--- config.mk ---
export PLATFORM = sky130hd
export DESIGN_NAME = sprite_blit_engine
export DESIGN_NICKNAME = d
export VERILOG_FILES = /design/src/rtl/blit_pkg.sv /design/src/rtl/blit_ctrl.sv /design/src/rtl/blit_index.sv /design/src/rtl/blit_row_reg.sv /design/src/rtl/blit_flags.sv /design/src/rtl/sprite_blit_engine.sv
export SDC_FILE = /design/constraint.sdc
export NUM_CORES = 1
export LEC_CHECK = 0
export CAP_MARGIN = 20
export CORE_MARGIN = 8
export CORE_UTILIZATION = 40
export CTS_BUF_LIST = sky130_fd_sc_hd__clkbuf_8
export CTS_CLUSTER_SIZE = 20
export DETAILED_ROUTE_END_ITERATION = 16
export HOLD_SLACK_MARGIN = 0.12
export PLACE_DENSITY = 0.8
export SLEW_MARGIN = 25
export SYNTH_ARGS = -nofsm -noshare
export SYNTH_HDL_FRONTEND = slang
export SYNTH_SLANG_ARGS = --single-unit
--- constraint.sdc ---
create_clock -name clk -period 1.8 [get_ports clk]
set_input_delay 0.18 -clock clk [delete_from_list [all_inputs] [get_ports clk]]
set_output_delay 0.18 -clock clk [all_outputs]
set_load 0.005 [all_outputs]
--- src/rtl/blit_pkg.sv ---
package blit_pkg;

    localparam int SPRITE_W  = 8;
    localparam int COL_CNT_W = $clog2(SPRITE_W);

    typedef enum logic [2:0] {
        ST_IDLE   = 3'd0,
        ST_FETCH  = 3'd1,
        ST_LOAD   = 3'd2,
        ST_PIXEL  = 3'd3,
        ST_CLEAR  = 3'd4,
        ST_FINISH = 3'd5
    } blit_state_e;

endpackage

--- src/rtl/blit_ctrl.sv ---
module blit_ctrl
    import blit_pkg::*;
#(
    parameter int COORD_W = 8,
    parameter int ADDR_W  = 12,
    parameter int CNT_W   = 4,
    parameter int IDX_W   = 11
) (
    input  logic                 clk,
    input  logic                 rst_n,
    input  logic                 draw_req,
    input  logic                 clear_req,
    input  logic [COORD_W-1:0]   org_x,
    input  logic [COORD_W-1:0]   org_y,
    input  logic [CNT_W-1:0]     row_count,
    input  logic [ADDR_W-1:0]    base_addr,
    output blit_state_e          state_o,
    output logic [CNT_W-1:0]     row_o,
    output logic [COL_CNT_W-1:0] col_o,
    output logic [IDX_W-1:0]     clr_o,
    output logic [COORD_W-1:0]   x_o,
    output logic [COORD_W-1:0]   y_o,
    output logic [ADDR_W-1:0]    base_o,
    output logic                 draw_begin_o,
    output logic                 load_o,
    output logic                 finish_o
);

    blit_state_e          state_q, state_d;
    logic [CNT_W-1:0]     row_q, rows_q;
    logic [COL_CNT_W-1:0] col_q;
    logic [IDX_W-1:0]     clr_q;
    logic [COORD_W-1:0]   x_q, y_q;
    logic [ADDR_W-1:0]    base_q;

    logic col_last, row_last, clr_last, take_clear, take_draw;

    assign take_clear = (state_q == ST_IDLE) && clear_req;
    assign take_draw  = (state_q == ST_IDLE) && !clear_req && draw_req;
    assign col_last   = (col_q == COL_CNT_W'(SPRITE_W - 1));
    assign row_last   = (row_q == (rows_q - CNT_W'(1)));
    assign clr_last   = (clr_q == {IDX_W{1'b1}});

    // next-state logic
    always_comb begin
        state_d = state_q;
        unique case (state_q)
            ST_IDLE: begin
                if (clear_req) begin
                    state_d = ST_CLEAR;
                end else if (draw_req) begin
                    state_d = (row_count == '0) ? ST_FINISH : ST_FETCH;
                end
            end
            ST_FETCH:  state_d = ST_LOAD;
            ST_LOAD:   state_d = ST_PIXEL;
            ST_PIXEL: begin
                if (col_last) begin
                    state_d = row_last ? ST_FINISH : ST_FETCH;
                end
            end
            ST_CLEAR: begin
                if (clr_last) begin
                    state_d = ST_FINISH;
                end
            end
            ST_FINISH: state_d = ST_IDLE;
            default:   state_d = ST_IDLE;
        endcase
    end

    // state register
    always_ff @(posedge clk or negedge rst_n) begin
        if (!rst_n) begin
            state_q <= ST_IDLE;
        end else begin
            state_q <= state_d;
        end
    end

    // counters and request latches
    always_ff @(posedge clk or negedge rst_n) begin
        if (!rst_n) begin
            row_q  <= '0;
            rows_q <= '0;
            col_q  <= '0;
            clr_q  <= '0;
            x_q    <= '0;
            y_q    <= '0;
            base_q <= '0;
        end else begin
            if (take_draw) begin
                row_q  <= '0;
                rows_q <= row_count;
                x_q    <= org_x;
                y_q    <= org_y;
                base_q <= base_addr;
            end
            if (take_clear) begin
                clr_q <= '0;
            end
            if (state_q == ST_LOAD) begin
                col_q <= '0;
            end
            if (state_q == ST_PIXEL) begin
                col_q <= col_q + COL_CNT_W'(1);
                if (col_last) begin
                    row_q <= row_q + CNT_W'(1);
                end
            end
            if (state_q == ST_CLEAR) begin
                clr_q <= clr_q + IDX_W'(1);
            end
        end
    end

    assign state_o      = state_q;
    assign row_o        = row_q;
    assign col_o        = col_q;
    assign clr_o        = clr_q;
    assign x_o          = x_q;
    assign y_o          = y_q;
    assign base_o       = base_q;
    assign draw_begin_o = take_draw;
    assign load_o       = (state_q == ST_LOAD);
    assign finish_o     = (state_q == ST_FINISH);

endmodule

--- src/rtl/blit_index.sv ---
module blit_index
    import blit_pkg::*;
#(
    parameter int COORD_W  = 8,
    parameter int CNT_W    = 4,
    parameter int COL_BITS = 6,
    parameter int ROW_BITS = 5,
    localparam int IDX_W   = COL_BITS + ROW_BITS
) (
    input  logic [COORD_W-1:0]   org_x,
    input  logic [COORD_W-1:0]   org_y,
    input  logic [COL_CNT_W-1:0] col_off,
    input  logic [CNT_W-1:0]     row_off,
    output logic [IDX_W-1:0]     idx
);

    logic [COL_BITS-1:0] col_w;
    logic [ROW_BITS-1:0] row_w;

    // power-of-two screen: wrap is a truncation of the full sum
    assign col_w = COL_BITS'(org_x + COORD_W'(col_off));
    assign row_w = ROW_BITS'(org_y + COORD_W'(row_off));
    assign idx   = {row_w, col_w};

endmodule

--- src/rtl/blit_row_reg.sv ---
module blit_row_reg
    import blit_pkg::*;
(
    input  logic                 clk,
    input  logic                 rst_n,
    input  logic                 load,
    input  logic [SPRITE_W-1:0]  din,
    input  logic [COL_CNT_W-1:0] sel,
    output logic                 bit_o
);

    logic [SPRITE_W-1:0] byte_q;

    always_ff @(posedge clk or negedge rst_n) begin
        if (!rst_n) begin
            byte_q <= '0;
        end else if (load) begin
            byte_q <= din;
        end
    end

    // leftmost pixel is the most significant bit
    assign bit_o = byte_q[COL_CNT_W'(SPRITE_W - 1) - sel];

endmodule

--- src/rtl/blit_flags.sv ---
module blit_flags (
    input  logic clk,
    input  logic rst_n,
    input  logic draw_begin,
    input  logic hit,
    input  logic finish,
    input  logic ack,
    output logic collision,
    output logic redraw
);

    always_ff @(posedge clk or negedge rst_n) begin
        if (!rst_n) begin
            collision <= 1'b0;
            redraw    <= 1'b0;
        end else begin
            if (draw_begin) begin
                collision <= 1'b0;
            end else if (hit) begin
                collision <= 1'b1;
            end
            if (finish) begin
                redraw <= 1'b1;
            end else if (ack) begin
                redraw <= 1'b0;
            end
        end
    end

endmodule

--- src/rtl/sprite_blit_engine.sv ---
module sprite_blit_engine
    import blit_pkg::*;
#(
    parameter int COORD_W  = 8,
    parameter int ADDR_W   = 12,
    parameter int CNT_W    = 4,
    parameter int COL_BITS = 6,
    parameter int ROW_BITS = 5,
    localparam int IDX_W   = COL_BITS + ROW_BITS
) (
    input  logic                clk,
    input  logic                rst_n,
    input  logic                draw_req,
    input  logic                clear_req,
    input  logic [COORD_W-1:0]  org_x,
    input  logic [COORD_W-1:0]  org_y,
    input  logic [CNT_W-1:0]    row_count,
    input  logic [ADDR_W-1:0]   base_addr,
    input  logic                redraw_ack,
    output logic                mem_rd,
    output logic [ADDR_W-1:0]   mem_addr,
    input  logic [SPRITE_W-1:0] mem_rdata,
    output logic [IDX_W-1:0]    fb_addr,
    input  logic                fb_rdata,
    output logic                fb_we,
    output logic                fb_wdata,
    output logic                busy,
    output logic                done,
    output logic                collision,
    output logic                redraw
);

    blit_state_e          state_q;
    logic [CNT_W-1:0]     row_q;
    logic [COL_CNT_W-1:0] col_q;
    logic [IDX_W-1:0]     clr_q, pix_idx;
    logic [COORD_W-1:0]   x_q, y_q;
    logic [ADDR_W-1:0]    base_q;
    logic                 draw_begin, load, finish, sprite_bit, hit;

    blit_ctrl #(
        .COORD_W(COORD_W), .ADDR_W(ADDR_W), .CNT_W(CNT_W), .IDX_W(IDX_W)
    ) u_ctrl (
        .clk(clk), .rst_n(rst_n),
        .draw_req(draw_req), .clear_req(clear_req),
        .org_x(org_x), .org_y(org_y),
        .row_count(row_count), .base_addr(base_addr),
        .state_o(state_q), .row_o(row_q), .col_o(col_q), .clr_o(clr_q),
        .x_o(x_q), .y_o(y_q), .base_o(base_q),
        .draw_begin_o(draw_begin), .load_o(load), .finish_o(finish)
    );

    blit_index #(
        .COORD_W(COORD_W), .CNT_W(CNT_W), .COL_BITS(COL_BITS), .ROW_BITS(ROW_BITS)
    ) u_index (
        .org_x(x_q), .org_y(y_q), .col_off(col_q), .row_off(row_q), .idx(pix_idx)
    );

    blit_row_reg u_row (
        .clk(clk), .rst_n(rst_n), .load(load),
        .din(mem_rdata), .sel(col_q), .bit_o(sprite_bit)
    );

    blit_flags u_flags (
        .clk(clk), .rst_n(rst_n),
        .draw_begin(draw_begin), .hit(hit), .finish(finish), .ack(redraw_ack),
        .collision(collision), .redraw(redraw)
    );

    // output decode by state
    always_comb begin
        mem_rd   = 1'b0;
        mem_addr = base_q + ADDR_W'(row_q);
        fb_addr  = pix_idx;
        fb_we    = 1'b0;
        fb_wdata = ~fb_rdata;
        hit      = 1'b0;
        unique case (state_q)
            ST_FETCH: mem_rd = 1'b1;
            ST_PIXEL: begin
                fb_we = sprite_bit;
                hit   = sprite_bit && fb_rdata;
            end
            ST_CLEAR: begin
                fb_addr  = clr_q;
                fb_we    = 1'b1;
                fb_wdata = 1'b0;
            end
            default: ;
        endcase
    end

    assign busy = (state_q != ST_IDLE);
    assign done = finish;

endmodule

Word-level counts from Yosys, hierarchy flattened
Index checks and enable logic that the tools add are counted.

Bits in registers: 58. Input bits: 46. Output and inout port bits: 30. Word-level logic and storage cells: 70.

Add/subtract/negate cells: 8. $lt $le $gt $ge: 1. Eq/ne operators: 11. Muxes and demuxes: 25. Bitwise logic cells: 1. Reduce and logical (&&, ||, !) cells: 13.

Operators with widths (count): $mux W11 (3); $mux W3 (8); $pmux W3 S5 (1); $add A12 B4 Y12 (1); $mux W4 (3); $add A11 B1 Y11 const B (1); $eq A11 B11 Y1 const B (1); $eq A3 B3 Y1 const B (3); $mux W1 (8); $reduce_bool A2 Y1 (4); $add A6 B3 Y6 (1); $eq A3 B2 Y1 const B (2); $add A5 B4 Y5 (1); $add A4 B1 Y4 const B (1); $eq A4 B4 Y1 (1); $logic_and A1 B1 Y1 (4); $logic_not A4 Y1 (1); $lt A3 B4 Y1 const B (1); $ne A2 B1 Y1 const B (2); $sub A4 B1 Y4 const B (1); $add A3 B1 Y3 const B (1); $bmux W1 S3 (1); $eq A3 B1 Y1 const B (1); $logic_not A3 Y1 (1); other kinds (7) (7).

Logic depth before layout (Yosys ltp)
Gate-level depths: netlist (run 1).

Word-level depth: 7. Depth in mapped cells: 7. Depth with buffers taken out: 7.

Hierarchy
A second synthesis (run 1) with hierarchy kept.

Cell total of the unflattened synthesis: 313. Area, all modules: 3676.0 um^2.

Modules (own cells, without submodules): blit_ctrl (instances 1, cells each 197, area an instance 2471.1 um^2, sequential area each 1326.3 um^2); sprite_blit_engine (instances 1, cells each 57, area an instance 494.2 um^2, sequential area each 0.0 um^2); blit_row_reg (instances 1, cells each 20, area an instance 357.8 um^2, sequential area each 200.2 um^2); blit_index (instances 1, cells each 33, area an instance 284.0 um^2, sequential area each 0.0 um^2); blit_flags (instances 1, cells each 6, area an instance 68.8 um^2, sequential area each 50.0 um^2).

Worst setup path before layout (run 1)
Ideal clock, no wire load.

Path type: reg2out. From: register u_ctrl.row_q[0] (netlist: u_ctrl.row_o[0]). To: output mem_addr[10]. Arrival time: 1784 ps. Data required time: 1620 ps. Slack: -164 ps. Stages on the path, launching flop included: 7. Buffers on the path: 0. Cells stage by stage: dfrtp_1 -> ha_1 -> fa_1 -> a21o_1 -> a21oi_1 -> nor3_1 -> xor2_1.

Word-level cells in the longest chain between the ends: 1.

Ends and longest elaborated chain: from (decl) (RTL line blit_ctrl.sv:30) `logic [CNT_W-1:0] row_q, rows_q;`; from (signal assigned) (RTL line blit_ctrl.sv:108) `row_q <= row_q + CNT_W'(1);`; $add A12 B4 Y12 (RTL line sprite_blit_engine.sv:73) `mem_addr = base_q + ADDR_W'(row_q);`; to (decl) (RTL line sprite_blit_engine.sv:21) `output logic [ADDR_W-1:0] mem_addr,`.

Every way passes these cells.

Worst setup path in the final report (run 1)
From: register u_ctrl.row_q[0] (netlist: u_ctrl.row_o[0]). To: output mem_addr[8].

Same word-level chain as after synthesis.

==> metrics.md, run 1 <==
| Metric | Value |
|---|---|
| Sequential-to-total area share from yosys stat | 42.1% |
| Antenna viol nets, final | 0 |
| Layout cell share with drive strength beyond 1 | 43.9% |
| Switching Fraction | 32.4% |
| Chip width | 109 µm |
| Post-synthesis register bit count | 58 |
| Layout net count | 541 |
| Int Pwr | 0.00367 W |
| Routability cong. | 0.789 |
| Actual slew at the worst max-slew pin | 386 ps |
| I/O Buffers | 70 |
| RSZ-0062 raised after global routing | true |
| Clk pwr share | 22.1% |
| Drt first-iter violations | roughly 180 |
| IO Pins | 76 |
| Commonest cells after routing, fill and taps aside | dfrtp_1 (55), buf_4 (51), clkdlybuf4s50_1 (42) |
| Max cap viols | 0 |
| Clk buf depth | 2 |
| Crit path max-delay cell type | dfrtp_1 |
| Hold WS | 370 ps |
| Filler cell count | 608 |
| Final count of pins violating max slew | 0 |
| Failing checks | setup timing |
| CTS Buf Count | 9 |
| Starting Density | 40.3% |
| Die ar. | 11800 µm² |
| Finish-stage setup viols | 50 |
| Setup slack after layout | -540 ps |
| Commonest non-fill, non-tap cell in the layout | dfrtp_1 |
| Clock Latency Late Sink | 340 ps |
| Cell Rows | 34 |
| Die height | about 110 µm |
| Reg power frac | a little over a third |
| Fin crit share | 130% |
| Dpl hpwl | 6260 µm |
| Synth Cell Area | about 3400 µm² |
| Max VDD drop | 0.503 mV |
| Drt pass-1 iters | 4 |
| Avg Inst Size Synth | 10.6 µm² |
| Max Freq | 427 MHz |
| Status | complete, but fails checks |
| Number of global-route vias before repair | 3333 |
| Worst-path maximum fanout | 4 |
| R2R Setup Slk | -160 ps |
| Synth cell types | 47 |
| Critical Path RT | 1620 ps |
| Htree depth | 3 |
| EDFF count, synth | 0 |
| Clk sink count | between 50 and 60 |
| Initial antenna violation count | 0 |
| WL final | 10500 µm |
| Vias | 3127 |
| Clock transition at path regs | 60 ps |
| Setup Skew | 10.3 ps |
| Critical R2R Launch | u_ctrl.state_o[2] |
| # DRC | 0 |
| CP Launch Point | u_ctrl.row_o[0] |
| Synth-to-Final Area Change | 57.0% |
| Ant diodes | 0 |
| Predominant post-synthesis flop cell | dfrtp_1 |
| Syn_nets | 390 |
| WL/cell | 17.7 µm |
| Global-route wire length before repair | around 17000 µm |
| Post-synth ARST share | 100% |
| Root Buffer | clkbuf_8 |
| Crit path DAT | between 2000 and 2500 ps |
| Top cell family by delay on the critical path | adder cells |
| CORE AREA | around 8600 µm² |
| Gr ovfl total | 0 |
| HP Class | in2async |
| Final min period | roughly 2300 ps |
| Relative slew slack | 74.2% |
| Power per cell area | 1000 nW/µm² |
| Ys Warns | 0 |
| CP Cell Sequence | ha_2 -> fa_2 -> a21o_1 -> a21oi_4 -> buf_4 -> nor2_2 -> xor2_1 -> buf_2 |
| Via-to-Cell Ratio | 5.31 |
| Gate Count Post-Synth | 325 |
| Largest net degree at the start of global routing | 59 |
| Hold Vio Cnt, Final | 0 |
| CP max stage delay | 400 ps |
| Critical path launch point type | flop |
| Setup TNS | -9810 ps |
| CTS tree | done |
| Setup crit end kind | output pin |
| Static Leak | 2.56 nW |
| CP Class | reg2out |
| Psw | 0.00176 W |
| CP bufs+invs | 2 |
| GRT Total Usage | 17.9% |
| Comb pwr share | 41.5% |
worst min-delay path, delay by kind of cell:
kind,cells,cell delay [ps]
buf+inv,3,920
logic make-up after synthesis:
group / count (synthesis) / share of synthesized area (%)
AOI/OAI and AO/OA: 60 / 10.4
xor gates and xnor gates: 24 / 6.10
adders and majority gates: 19 / 7.55
buffers and inverters: 23 / 3.56
DFF: 58 / 42.1
muxes: 38 / 15.0
and+or+nand+nor: 103 / 15.3
per-layer routing:
metal | GRT usage, % | up-vias | share of wire (%)
met5 | 0 | - | 0
met4 | 8.02 | 0 | 3.0
met3 | 4.91 | 25 | 6.3
met2 | 30.7 | 104 | 51
met1 | 20.5 | 1544 | 39
li1 | - | 1454 | -
through the flow:
step / std cells / power, W / util (%) / setup slack (ps) / cell area, µm²
final: 589 / 0.00543 / 63.3 / -540 / 5410
after global routing: 589 / 0.00578 / 63.3 / -662 / 5410
after CTS: 579 / 0.00528 / 61.4 / -575 / 5250
after detailed placement: 535 / 0.00394 / 53.5 / -520 / 4580
after global placement: 535 / 0.00384 / 53.5 / -500 / 4580
after floorplan: 325 / 0.00292 / - / 13.3 / 3460
cell usage after synthesis, drive strengths merged (2+ instances only):
library cell / instances / area [µm²]
a21o: 4 / 30.0
a21oi: 16 / 80.1
a41oi: 2 / 17.5
and2: 8 / 50.1
and3: 5 / 31.3
buf: 9 / 70.1
clkbuf: 4 / 15.0
dfrtp: 58 / 1450
fa: 3 / 60.1
ha: 16 / 200
inv: 10 / 37.5
mux2: 35 / 488
mux2i: 3 / 30.0
nand2: 32 / 120
nand2b: 2 / 12.5
nand3: 14 / 70.1
nand3b: 4 / 30.0
nand4: 3 / 18.8
nor2: 16 / 62.6
nor2b: 3 / 18.8
nor3: 5 / 25.0
nor3b: 2 / 15.0
o21a: 2 / 15.0
o21ai: 23 / 115
o21bai: 2 / 15.0
o31ai: 4 / 30.0
or3: 2 / 17.5
or4: 2 / 15.0
xnor2: 16 / 140
xor2: 8 / 70.1
flip-flops by register name, summed over array words and instances (netlist names):
register,cells
u_ctrl.base_o,12
u_ctrl.clr_o,11
u_ctrl.col_o,3
u_ctrl.row_o,4
u_ctrl.rows_q,4
u_ctrl.state_o,3
u_ctrl.x_o,6
u_ctrl.y_o,5
u_flags.collision,1
u_flags.redraw,1
u_row.byte_q,8
power groups by stage:
stage / Combinational [W] / Clock, W / Sequential (W)
after global routing: 0.00246 / 0.00130 / 0.00201
after CTS: 0.00209 / 0.00123 / 0.00196
after floorplan: 0.00102 / 0 / 0.00190
after detailed placement: 0.00197 / 0 / 0.00196
final: 0.00226 / 0.00120 / 0.00197
after global placement: 0.00191 / 0 / 0.00194
final timing paths:
check / cells past startpoint / end
max: 8 / mem_addr[8]
min: 3 / u_ctrl.base_o[1]
max reg2reg: 6 / u_ctrl.base_o[5]
min reg2reg: 1 / u_flags.redraw
max in group asynchronous: 3 / u_ctrl.x_o[1]
min in group clk: 3 / u_flags.redraw
area by class of cell:
cell class | instances | area, µm² | share of cell area, %
multi-input cells | 244 | 2200 | 40.6
clock inverters | 5 | 46.3 | 0.855
inverters | 10 | 40.0 | 0.740
flip-flops and latches | 58 | 1460 | 26.9
repair buffers | 153 | 1390 | 25.6
clock buffers | 11 | 151 | 2.80
well taps | 108 | 135 | 2.50
what timing repair did:
action / CTS / global route
setup buffers: 27 / 13
resized for setup: 170 / 31
endpoints found under the setup margin: 55 / 56
cloned: 2 / 0
hold buffers: 1 / 0
pin swaps: 33 / 26
hold endpoints to repair: 58 / 0
(Power assumes the default switching activity.)
==> inputs of run 2 (changes only) <==
- GPL_ROUTABILITY_DRIVEN: unset -> 0
- PLACE_DENSITY: 0.8 -> 0.77
- SYNTH_HIERARCHICAL: unset -> 1
- clock period: 1.8 -> 2.25 ns (I/O delays scaled with it)
==> run 2 against run 1 <==
  * Global-route usage down 3.5 points
  * Register-to-register slack better by 210 ps
  * Largest power group unchanged
  * Clock power down 21%
  * Combinational power down 15%
  * Sequential power down 21%
  * First-iteration DRC count down 22%
  * Critical path depth up 1
  * Core utilization down 5.8 points
  * Hold slack worse by 19 ps
  * The run still ends with setup timing left
==> metrics.md, run 2 <==
| Metric | Value |
|---|---|
| Finish-stage setup viols | 7 |
| Post-Place Setup Slack | -189 ps |
| Hold Vio Cnt, Final | 0 |
| Dpl hpwl | 6020 µm |
| Starting Density | 40.5% |
| Failing checks | setup timing |
| Commonest cells after routing, fill and taps aside | dfrtp_1 (58), clkdlybuf4s50_1 (48), mux2_2 (38) |
| Antenna viol nets, final | 0 |
| CP Class | reg2out |
| Root Buffer | clkbuf_8 |
| Syn_nets | 368 |
| Ant diodes | 0 |
| Finished layout cell area | 4940 µm² |
| Avg Inst Size Synth | 11.5 µm² |
| Max VDD drop | about 0.38 mV |
| Clock Latency Late Sink | 330 ps |
| Clk sink count | 58 |
| I/O Buffers | 70 |
| Final count of pins violating max slew | 0 |
| Fin crit share | 103% |
| IO Pins | 76 |
| Final min period | between 2000 and 2500 ps |
| Post-Layout Cell Count | between 500 and 600 |
| Number of global-route vias before repair | 2862 |
| CP max stage delay | 380 ps |
| Synth-to-Final Area Change | 41.8% |
| Gate Count Post-Synth | 303 |
| Power per cell area | 898 nW/µm² |
| Max Freq | 432 MHz |
| Static Leak | around 2.3 nW |
| Vias | 2693 |
| Initial antenna violation count | 0 |
| RSZ-0062 raised after global routing | true |
| # DRC | 0 |
| Clk buf depth | 2 |
| HP Class | in2async |
| Die height | around 110 µm |
| CTS Buf Count | 9 |
| Synth Cell Area | 3480 µm² |
| Crit path max-delay cell type | dfrtp_1 |
| CORE AREA | about 8600 µm² |
| WL final | approximately 8400 µm |
| Critical Path RT | 2030 ps |
| Max cap viols | 0 |
| Max FFs per register | 12 |
| Global-route wire length before repair | 13600 µm |
| Clock transition at path regs | 60 ps |
| WL/cell | 15.9 µm |
| GRT Total Usage | 14.5% |
| Most common cell type on the critical path | buf_6 |
| Dpl cells | 490 |
| Critical path launch point type | flop |
| Setup crit end kind | output pin |
| Cell Rows | 34 |
| Htree depth | 3 |
| Gr ovfl total | 0 |
| Setup Skew | 7.52 ps |
| Chip width | 109 µm |
| Largest net degree at the start of global routing | 29 |
| Layout cell share with drive strength beyond 1 | just under 40% |
| Ys Warns | 6 |
| Drt pass-1 iters | 4 |
| Status | complete, but fails checks |
| Layout net count | 483 |
| Relative slew slack | 55.5% |
| Die ar. | 12000 µm² |
| Via-to-Cell Ratio | just over 5 |
| Placed Area | between 4000 and 5000 µm² |
| Setup TNS | -260 ps |
| Worst-path maximum fanout | 2 |
| Commonest non-fill, non-tap cell in the layout | dfrtp_1 |
| Crit path DAT | 2090 ps |
| Drt first-iter violations | 140 |
| Hold WS | roughly 350 ps |
| Setup slack after layout | -64.1 ps |
| CTS tree | done |
| CP Cell Sequence | buf_6 -> ha_4 -> inv_2 -> fa_2 -> nand2b_4 -> a21oi_2 -> xor2_1 -> mux2_4 -> buf_6 |
| Actual slew at the worst max-slew pin | 663 ps |
run 2: cell types whose count changed in the layout (fill, tap and decap cells not counted), sizes merged, moves of 6 or more:
cell,delta
nand3,-6
clkdlybuf4s50,+6
mux2,+13
nand2,-13
and2,-7
a21oi,-6
buf,-47
run 2: per-layer routing:
| metal | up-vias | share of wire (%) | global-route usage [%] |
|---|---|---|---|
| met2 | 53 | 52 | 25.2 |
| met3 | 8 | 5.0 | 3.34 |
| met4 | 0 | 1.4 | 6.27 |
| met1 | 1327 | 41 | 16.7 |
| met5 | - | 0 | 0 |
| li1 | 1305 | - | - |
run 2: final timing paths:
path | start | endpoint | slack [ps] | cells after the start
worst max-delay path | u_ctrl/row_o[0] | fb_addr[10] | -60 | 9
worst min-delay path | rst_n | u_row/byte_q[1] | 350 | 2
max in group asynchronous | rst_n | u_ctrl/base_o[11] | 1350 | 3
worst max register to register | u_ctrl/col_o[0] | u_flags/collision | 50 | 12
min in group clk | redraw_ack | u_flags/redraw | 470 | 3
worst min register to register | u_flags/redraw | u_flags/redraw | 500 | 1
run 2: report_power, final:
group	total [W]	switching [W]	internal [W]
registers	0.00156	0.000257	0.00130
logic	0.00193	0.000818	0.00111
clock network	0.000945	0.000387	0.000558
run 2: cell type report:
| class | count | area (µm²) |
|---|---|---|
| fill | 707 | 3650 |
| multi-input combinational | 219 | 2070 |
| sequential | 58 | 1450 |
| timing repair buffer | 116 | 1030 |
| clock buffer | 11 | 151 |
| tap | 108 | 135 |
| inverter | 14 | 52.6 |
| clock inverter | 5 | 46.3 |
run 2: through the flow:
stage                     util (%)  power [W]
after floorplan                  -    0.00271
after global placement        51.0    0.00340
after detailed placement      51.0    0.00346
after CTS                     56.1    0.00442
after global routing          57.5    0.00473
final                         57.5    0.00444
run 2: critical path, delay by kind of cell, from the launching register on:
| family | cells | cell delay [ps] |
|---|---|---|
| flip-flops | 1 | 380 |
| AO/OA/AOI/OAI | 1 | 120 |
| multiplexers | 1 | 280 |
| adder cells (fa/ha/maj) | 2 | 470 |
| buffers and inverters | 3 | 270 |
| AND/OR/NAND/NOR | 1 | 150 |
| XOR/XNOR | 1 | 90 |
run 2: repair_timing:
action                                  in CTS  in global routing
endpoints found under the setup margin      21                 20
resized for setup                           91                 29
buffers inserted                            20                  8
hold endpoints to repair                    14                  0
hold buffers                                 1                  0
pin swaps                                   21                 20
